**src/rtl/ls_agu_pkg.sv**
```systemverilog
package ls_agu_pkg;
  localparam int CB_LOAD = 0;
  localparam int CB_WB   = 1;
  localparam int CB_SEL  = 2;
  localparam int CB_UP   = 3;
  localparam int CB_PRE  = 4;
  localparam int CTRL_W  = 5;

  typedef enum logic [1:0] {
    SZ_BYTE = 2'd0,
    SZ_HALF = 2'd1,
    SZ_WORD = 2'd2
  } acc_size_e;

  typedef enum logic [1:0] {
    EK_UHALF_ALT = 2'd0,
    EK_UHALF     = 2'd1,
    EK_SBYTE     = 2'd2,
    EK_SHALF     = 2'd3
  } ext_kind_e;
endpackage

```
**src/rtl/agu_offset_sel.sv**
```systemverilog
module agu_offset_sel #(
  parameter int AW    = 32,
  parameter int IMM_W = 12,
  parameter int NIB_W = 4
) (
  input  logic             ext_fam,
  input  logic             sel_bit,
  input  logic             roff_sel,
  input  logic [AW-1:0]    roff,
  input  logic [IMM_W-1:0] imm,
  output logic [AW-1:0]    off
);
  localparam int SPLIT_W = 2 * NIB_W;

  logic [SPLIT_W-1:0] split_imm;
  logic [AW-1:0]      wide_imm;
  logic [AW-1:0]      wide_split;

  assign split_imm  = {imm[IMM_W-1 -: NIB_W], imm[NIB_W-1:0]};
  assign wide_imm   = {{(AW-IMM_W){1'b0}}, imm};
  assign wide_split = {{(AW-SPLIT_W){1'b0}}, split_imm};

  always_comb begin
    if (ext_fam) off = sel_bit ? wide_split : roff;
    else         off = roff_sel ? roff : wide_imm;
  end
endmodule

```
**src/rtl/agu_addr_core.sv**
```systemverilog
module agu_addr_core
  import ls_agu_pkg::*;
#(
  parameter int AW = 32
) (
  input  logic [AW-1:0]     base,
  input  logic [AW-1:0]     off,
  input  logic [CTRL_W-1:0] ctrl,
  input  logic              ext_fam,
  input  logic [1:0]        kind,
  output logic [AW-1:0]     addr,
  output logic              wb_en,
  output logic [AW-1:0]     wb_val,
  output logic [1:0]        size,
  output logic              sext,
  output logic              load
);
  logic [AW-1:0] signed_off;
  logic [AW-1:0] sum;
  ext_kind_e     ek;
  acc_size_e     sz;

  assign signed_off = ctrl[CB_UP] ? off : (~off + {{(AW-1){1'b0}}, 1'b1});
  assign sum        = base + signed_off;
  assign addr       = ctrl[CB_PRE] ? sum : base;
  assign wb_en      = ~ctrl[CB_PRE] | ctrl[CB_WB];
  assign wb_val     = sum;
  assign load       = ctrl[CB_LOAD];
  assign ek         = ext_kind_e'(kind);

  always_comb begin
    if (ext_fam) begin
      unique case (ek)
        EK_SBYTE: sz = SZ_BYTE;
        default:  sz = SZ_HALF;
      endcase
      sext = ctrl[CB_LOAD] & ((ek == EK_SBYTE) | (ek == EK_SHALF));
    end else begin
      sz   = ctrl[CB_SEL] ? SZ_BYTE : SZ_WORD;
      sext = 1'b0;
    end
  end

  assign size = sz;
endmodule

```
**src/rtl/agu_load_extend.sv**
```systemverilog
module agu_load_extend
  import ls_agu_pkg::*;
#(
  parameter int DW = 32
) (
  input  logic [DW-1:0]            word,
  input  logic [$clog2(DW/8)-1:0]  lane,
  input  logic [1:0]               size,
  input  logic                     sext,
  output logic [DW-1:0]            data
);
  localparam int LANES  = DW / 8;
  localparam int HALVES = DW / 16;
  localparam int LW     = $clog2(LANES);

  logic [7:0]  bytes  [LANES];
  logic [15:0] halves [HALVES];

  for (genvar i = 0; i < LANES; i++) begin : g_byte
    assign bytes[i] = word[8*i +: 8];
  end
  for (genvar j = 0; j < HALVES; j++) begin : g_half
    assign halves[j] = word[16*j +: 16];
  end

  logic [7:0]  b_sel;
  logic [15:0] h_sel;

  assign b_sel = bytes[lane];
  assign h_sel = halves[lane[LW-1:1]];

  always_comb begin
    unique case (acc_size_e'(size))
      SZ_BYTE: data = {{(DW-8){sext & b_sel[7]}}, b_sel};
      SZ_HALF: data = {{(DW-16){sext & h_sel[15]}}, h_sel};
      default: data = word;
    endcase
  end
endmodule

```
**src/rtl/agu_stage.sv**
```systemverilog
module agu_stage #(
  parameter int W = 8
) (
  input  logic         clk,
  input  logic         rst_n,
  input  logic         in_valid,
  output logic         in_ready,
  input  logic [W-1:0] in_data,
  output logic         out_valid,
  input  logic         out_ready,
  output logic [W-1:0] out_data
);
  assign in_ready = ~out_valid | out_ready;

  always_ff @(posedge clk or negedge rst_n) begin
    if (!rst_n) begin
      out_valid <= 1'b0;
      out_data  <= '0;
    end else if (in_ready) begin
      out_valid <= in_valid;
      if (in_valid) out_data <= in_data;
    end
  end
endmodule

```
**src/rtl/ls_addr_gen.sv**
```systemverilog
module ls_addr_gen
  import ls_agu_pkg::*;
#(
  parameter int AW    = 32,
  parameter int DW    = 32,
  parameter int IMM_W = 12,
  parameter int NIB_W = 4
) (
  input  logic              clk,
  input  logic              rst_n,
  input  logic              req_valid_i,
  output logic              req_ready_o,
  input  logic [AW-1:0]     req_base_i,
  input  logic [AW-1:0]     req_roff_i,
  input  logic [IMM_W-1:0]  req_imm_i,
  input  logic [CTRL_W-1:0] req_ctrl_i,
  input  logic              req_fam_i,
  input  logic [1:0]        req_kind_i,
  input  logic              req_rsel_i,
  output logic              rsp_valid_o,
  input  logic              rsp_ready_i,
  output logic [AW-1:0]     rsp_addr_o,
  output logic              rsp_wb_en_o,
  output logic [AW-1:0]     rsp_wb_val_o,
  output logic [1:0]        rsp_size_o,
  output logic              rsp_sext_o,
  output logic              rsp_load_o,
  input  logic              ld_valid_i,
  output logic              ld_ready_o,
  input  logic [DW-1:0]     ld_word_i,
  input  logic [$clog2(DW/8)-1:0] ld_lane_i,
  input  logic [1:0]        ld_size_i,
  input  logic              ld_sext_i,
  output logic              ldo_valid_o,
  input  logic              ldo_ready_i,
  output logic [DW-1:0]     ldo_data_o
);
  localparam int RSP_W = 2*AW + 5;

  logic [AW-1:0] off;
  logic [AW-1:0] c_addr, c_wbval;
  logic          c_wben, c_sext, c_load;
  logic [1:0]    c_size;
  logic [DW-1:0] ext_data;

  agu_offset_sel #(.AW(AW), .IMM_W(IMM_W), .NIB_W(NIB_W)) u_off (
    .ext_fam (req_fam_i),
    .sel_bit (req_ctrl_i[CB_SEL]),
    .roff_sel(req_rsel_i),
    .roff    (req_roff_i),
    .imm     (req_imm_i),
    .off     (off)
  );

  agu_addr_core #(.AW(AW)) u_core (
    .base   (req_base_i),
    .off    (off),
    .ctrl   (req_ctrl_i),
    .ext_fam(req_fam_i),
    .kind   (req_kind_i),
    .addr   (c_addr),
    .wb_en  (c_wben),
    .wb_val (c_wbval),
    .size   (c_size),
    .sext   (c_sext),
    .load   (c_load)
  );

  agu_stage #(.W(RSP_W)) u_rsp_stage (
    .clk      (clk),
    .rst_n    (rst_n),
    .in_valid (req_valid_i),
    .in_ready (req_ready_o),
    .in_data  ({c_addr, c_wben, c_wbval, c_size, c_sext, c_load}),
    .out_valid(rsp_valid_o),
    .out_ready(rsp_ready_i),
    .out_data ({rsp_addr_o, rsp_wb_en_o, rsp_wb_val_o, rsp_size_o, rsp_sext_o, rsp_load_o})
  );

  agu_load_extend #(.DW(DW)) u_ext (
    .word(ld_word_i),
    .lane(ld_lane_i),
    .size(ld_size_i),
    .sext(ld_sext_i),
    .data(ext_data)
  );

  agu_stage #(.W(DW)) u_ld_stage (
    .clk      (clk),
    .rst_n    (rst_n),
    .in_valid (ld_valid_i),
    .in_ready (ld_ready_o),
    .in_data  (ext_data),
    .out_valid(ldo_valid_o),
    .out_ready(ldo_ready_i),
    .out_data (ldo_data_o)
  );
endmodule

```
**config.mk**
```make
export PLATFORM = sky130hd
export DESIGN_NAME = ls_addr_gen
export DESIGN_NICKNAME = d
export VERILOG_FILES = /design/src/rtl/ls_agu_pkg.sv /design/src/rtl/agu_offset_sel.sv /design/src/rtl/agu_addr_core.sv /design/src/rtl/agu_load_extend.sv /design/src/rtl/agu_stage.sv /design/src/rtl/ls_addr_gen.sv
export SDC_FILE = /design/constraint.sdc
export NUM_CORES = 1
export LEC_CHECK = 0
export BUFFER_PORTS_ARGS = -buffer_cell sky130_fd_sc_hd__buf_4
export CAP_MARGIN = 15
export CORE_MARGIN = 2
export CORE_UTILIZATION = 50
export CTS_BUF_LIST = sky130_fd_sc_hd__clkbuf_2
export DETAILED_ROUTE_END_ITERATION = 10
export PLACE_DENSITY = 0.87
export SYNTH_ARGS = -nofsm -noshare
export SYNTH_HDL_FRONTEND = slang
export SYNTH_SLANG_ARGS = --single-unit
```
**constraint.sdc**
```tcl
create_clock -name clk -period 1.88 [get_ports clk]
set_clock_uncertainty 0.2 [all_clocks]
set_input_delay 0.376 -clock clk [delete_from_list [all_inputs] [get_ports clk]]
set_output_delay 0.376 -clock clk [all_outputs]
set_load 0.03 [all_outputs]
```
==> flow_summary.yaml, run 1 <==
logic_synthesis:
  synthCells: 933
  synth-seq-cells: 103
  syn_area_sq_um: 7710
  netlist.area_leader.share: 0.334
  synth_edf_count: 0
  yosysMostFrequentCell: "nand2_1"
  yosysWarnings: 0
  synth-async-reset-ratio: 1.00
  syn-num-nets: 1101
  seq_area_frac_synth: 0.334
  avgSynthCellArea_sq_um: 8.26
  ys.flop_type: "dfrtp_1"
  yosysTopAreaCell: "dfrtp_1"
  synth_area_leaders: "dfrtp_1 (33%), nand2_1 (7.6%), ha_1 (6.3%), a21oi_1 (6.2%), mux2i_1 (5.3%)"
  synth_cell_types: 67
  synthTopCellsByCount: "nand2_1 (157), dfrtp_1 (103), a21oi_1 (96), o21ai_0 (82), nor2_1 (74)"
floorplan:
  dieWidth_microns: 128
  pin_count: 233
  die_height_microns: 128
  rows: 45
  initial_utilization: 0.509
status:
  haltStage: "5_1_grt"
  firstError: "[ERROR GRT-0232] Routing congestion too high. Check the congestion heatmap in the GUI."
  run_status: "stopped before the end"
clock_tree:
  htree_levels: 3
  cts_buffers: 9
  cts_sinks: 103
  ctsLongestPathBuffers: 2
  root_buffer: "clkbuf_2"
global_route:
  grtUsageTotal: 0.618
  grt_start_max_net_pins: 62
  grt_overflow_total: 4
timing:
  crit_endpoint: "u_rsp_stage.out_data[30]$_DFFE_PN0P_/D"
  worstEndpointType: "sequential cell input"
placement:
  hpwl_mm: 23.5
  gp_congestion: 0.991
  pre_cts_slack_ns: -2.81
  placed_cells: 1533
  port-buffer-count: 232
  place_area_sq_um: 11500
-- per-stage QoR --
step | hold slack [ns] | utilization
after floorplan | -0.120 | -
after global placement | 0.0868 | 0.761
after detailed placement | 0.0903 | 0.761
after CTS | -0.0323 | 0.855
-- layer usage --
| layer | global-route usage | GRT overflow |
|---|---|---|
| met4 | 0.636 | 3 |
| met5 | 0.0588 | 0 |
| met1 | 0.623 | 0 |
| met3 | 0.353 | 0 |
| met2 | 0.862 | 1 |
-- cell families after synthesis --
kind of cell / after synthesis / synth area share
compound gates: 288 / 0.240
xor+xnor: 44 / 0.0500
fa+ha+maj: 40 / 0.0659
buf+inv: 66 / 0.0373
flops: 103 / 0.334
mux: 51 / 0.0693
simple gates: 341 / 0.203
-- timing repair --
| item | in CTS |
|---|---|
| gates resized for setup | 70 |
| hold buffers | 82 |
| setup buffers | 25 |
| cloned | 0 |
| pin swaps | 24 |
| endpoints found under the hold margin | 176 |
| setup endpoints to repair | 69 |
==> inputs of run 2 (changes only) <==
- CORE_UTILIZATION: 50 -> 35
- CTS_BUF_LIST: sky130_fd_sc_hd__clkbuf_2 -> default
- PLACE_DENSITY: 0.87 -> default
- PLACE_DENSITY_LB_ADDON: default -> 0.15
==> run 2 against run 1 <==
The flow now finishes, with violations (setup timing). Synthesized cell count unchanged. Synthesized area stayed put.
==> flow_summary.yaml, run 2 <==
timing:
  layout_setup_ws_ns: -2.25
  worstMarginPinSlew_ns: 0.623
  rsz0062_at_grt: "true"
  period_minus_slack_ns: 4.13
  fmax_mhz: 242
  setup_viol: 63
  max_slew_margin: 0.585
  period_share: 2.20
  hold_viol: 0
  maxSlewViolCount: 0
floorplan:
  die_area_sq_um: 23200
  rows: 54
  initial_utilization: 0.355
  die_height_microns: 152
  pin_count: 233
  dieWidth_microns: 152
  core_sq_um: 21700
finish:
  layout-drive-gt1-share: 0.509
  final_common_cell: "buf_4"
  n_antenna_cell: 0
  top_register: "u_rsp_stage.out_data"
  layout_common_cells: "buf_4 (493), nand2_1 (149), dfrtp_1 (102), nor2_1 (69), a21oi_1 (60)"
  final_core_util: 0.609
  stdcell_area_sq_um: 13200
  area_delta_synth_final_pct: 71.3
  reg.largest.list: "u_rsp_stage.out_data x69, u_ld_stage.out_data x32"
  largest_register_ffs: 69
  nets: 1573
detailed_routing:
  wl_mm: 29.3
  dr.pass1.iters: 6
  drt_iter0_markers: 481
  avgViaCountPerCell: 5.18
  routedWlPerCell_microns: 17.3
  drc_errors: 0
  vias: 8746
  ant_nets: 0
clock_tree:
  clk_pin_slew_ns: 0.07
  htree_levels: 3
  cts_buffers: 9
  ctsLongestPathBuffers: 2
  root_buffer: "clkbuf_16"
  insertion_delay_ns: 0.35
  cts_tree: "done"
  cts_sinks: 103
status:
  run_status: "finished, violations left"
  failed_checks: "setup timing"
placement:
  place_area_sq_um: 11800
  gp_congestion: 0.929
  hpwl_mm: 23.1
  port-buffer-count: 232
logic_synthesis:
  netlist.area_leader.share: 0.334
  synthCells: 933
  synth-seq-cells: 103
  ys.flop_type: "dfrtp_1"
  synth_area_leaders: "dfrtp_1 (33%), nand2_1 (7.6%), ha_1 (6.3%), a21oi_1 (6.2%), mux2i_1 (5.3%)"
  synth_cell_types: 67
  syn-num-nets: 1101
  yosysTopAreaCell: "dfrtp_1"
  seq_area_frac_synth: 0.334
  avgSynthCellArea_sq_um: 8.26
  yosysMostFrequentCell: "nand2_1"
  yosysWarnings: 0
  synth_edf_count: 0
  syn_area_sq_um: 7710
  synth-async-reset-ratio: 1.00
  synthTopCellsByCount: "nand2_1 (157), dfrtp_1 (103), a21oi_1 (96), o21ai_0 (82), nor2_1 (74)"
setup_path:
  max_stage_delay_ns: 0.39
  critical_path.max_fanout: 6
  crit_chain: "buf_8 > nand2b_4 > and3_4 > a2111oi_4 > nor2b_4 > and4_4 > and3_4 > nor2_4 > o31ai_4 > a31oi_4 > buf_6 > ha_2 > inv_1 > o21ai_2 > a211o_1 > o32a_1 > o41ai_4 > a31oi_2 > a21oi_2 > xor2_1 > o21ai_1"
  critPathLaunchType: "input port"
  critPathBufInv: 3
  crit_slowest_cell: "o32a_1"
  cp_top_family: "compound AO/OA/AOI/OAI gates"
  cp.arrival_ns: 4.17
  cpMostUsedCell: "and3_4"
  cp-end-kind: "register"
  path_class: "input port to register"
  critical_path_required_ns: 1.91
pwr:
  p_leak_nw: 6.28
  p_per_area_nw_per_um2: 863
  ir_drop_mv: 0.416
global_route:
  grt_start_max_net_pins: 104
  grt_overflow_total: 0
  grtUsageTotal: 0.244
  grt_pass1_vias: 8497
  antenna_found_initial: 0
  grt_pass1_wl_mm: 45.7
job:
  cap_violations: 0
worst_hold_path:
  min_path_type: "input port to register"
## run 2: logic make-up (layout without fill, tap and decap cells)
logic type	count (synthesis)	after routing	synth area share
AND/OR/NAND/NOR	341	342	0.203
AO/OA/AOI/OAI	288	288	0.240
flip-flops	103	103	0.334
buffers and inverters	66	542	0.0373
multiplexers	51	51	0.0693
XOR/XNOR	44	44	0.0500
adder cells (fa/ha/maj)	40	40	0.0659
## run 2: final timing paths
kind	from	endpoint	slack [ns]	cells after the start
setup / recovery	req_ctrl_i[2]	u_rsp_stage.out_data[30]	-2.25	21
max in group asynchronous	rst_n	u_rsp_stage.out_valid	0.59	3
setup reg to reg	u_rsp_stage.out_valid	u_rsp_stage.out_data[63]	0.23	4
hold / removal	req_ctrl_i[0]	u_rsp_stage.out_data[0]	0.03	3
min in group asynchronous	rst_n	u_ld_stage.out_data[18]	0.42	3
hold reg to reg	u_rsp_stage.out_data[32]	u_rsp_stage.out_data[32]	0.28	2
## run 2: repair_timing
item,CTS,global route
setup endpoints to repair,62,71
gates resized for setup,100,65
setup buffers,20,9
hold buffers,1,0
cloned,1,0
pin swaps,52,37
hold endpoints to repair,103,0
## run 2: through the flow
stage / power [mW] / TNS, ns / hold slack, ns / cells / worst slack, ns
after global routing: 12.0 / -109.54 / 0.0360 / 1690 / -2.42
after CTS: 11.2 / -98.14 / 0.0131 / 1683 / -2.17
after detailed placement: 8.68 / -136.33 / 0.265 / 1647 / -2.82
final: 11.4 / -99.85 / 0.0284 / 1690 / -2.25
after global placement: 8.63 / -132.17 / 0.254 / 1647 / -2.63
after floorplan: 6.04 / -115.17 / -0.120 / 933 / -2.52
## run 2: report_power, final
group          switching (mW)  total [mW]  internal, mW
sequential              0.315        3.03          2.71
combinational            3.41        6.28          2.87
clock                   0.901        2.09          1.19
total                    4.63        11.4          6.76
## run 2: layout make-up
class	instances	area [sq um]
flip-flops and latches	103	2580
multi-input cells	765	5910
inverters	12	45.0
well taps	280	350
clock buffers	9	225
clock inverters	7	103
fillers	1920	8490
repair buffers	514	3990
## run 2: worst min-delay path: cells and delay by family
family,cells,cell delay [ns]
buffers and inverters,1,0.08
AND/OR/NAND/NOR,2,0.09
## run 2: per-layer routing
metal,track usage,wire (microns),vias to the layer above
li1,-,-,4297
met1,0.337,13200,4133
met2,0.410,13800,283
met3,0.0259,1660,33
met4,0.0605,576,0
met5,0,0,-
Note: power is estimated with default switching activity, not from simulation.
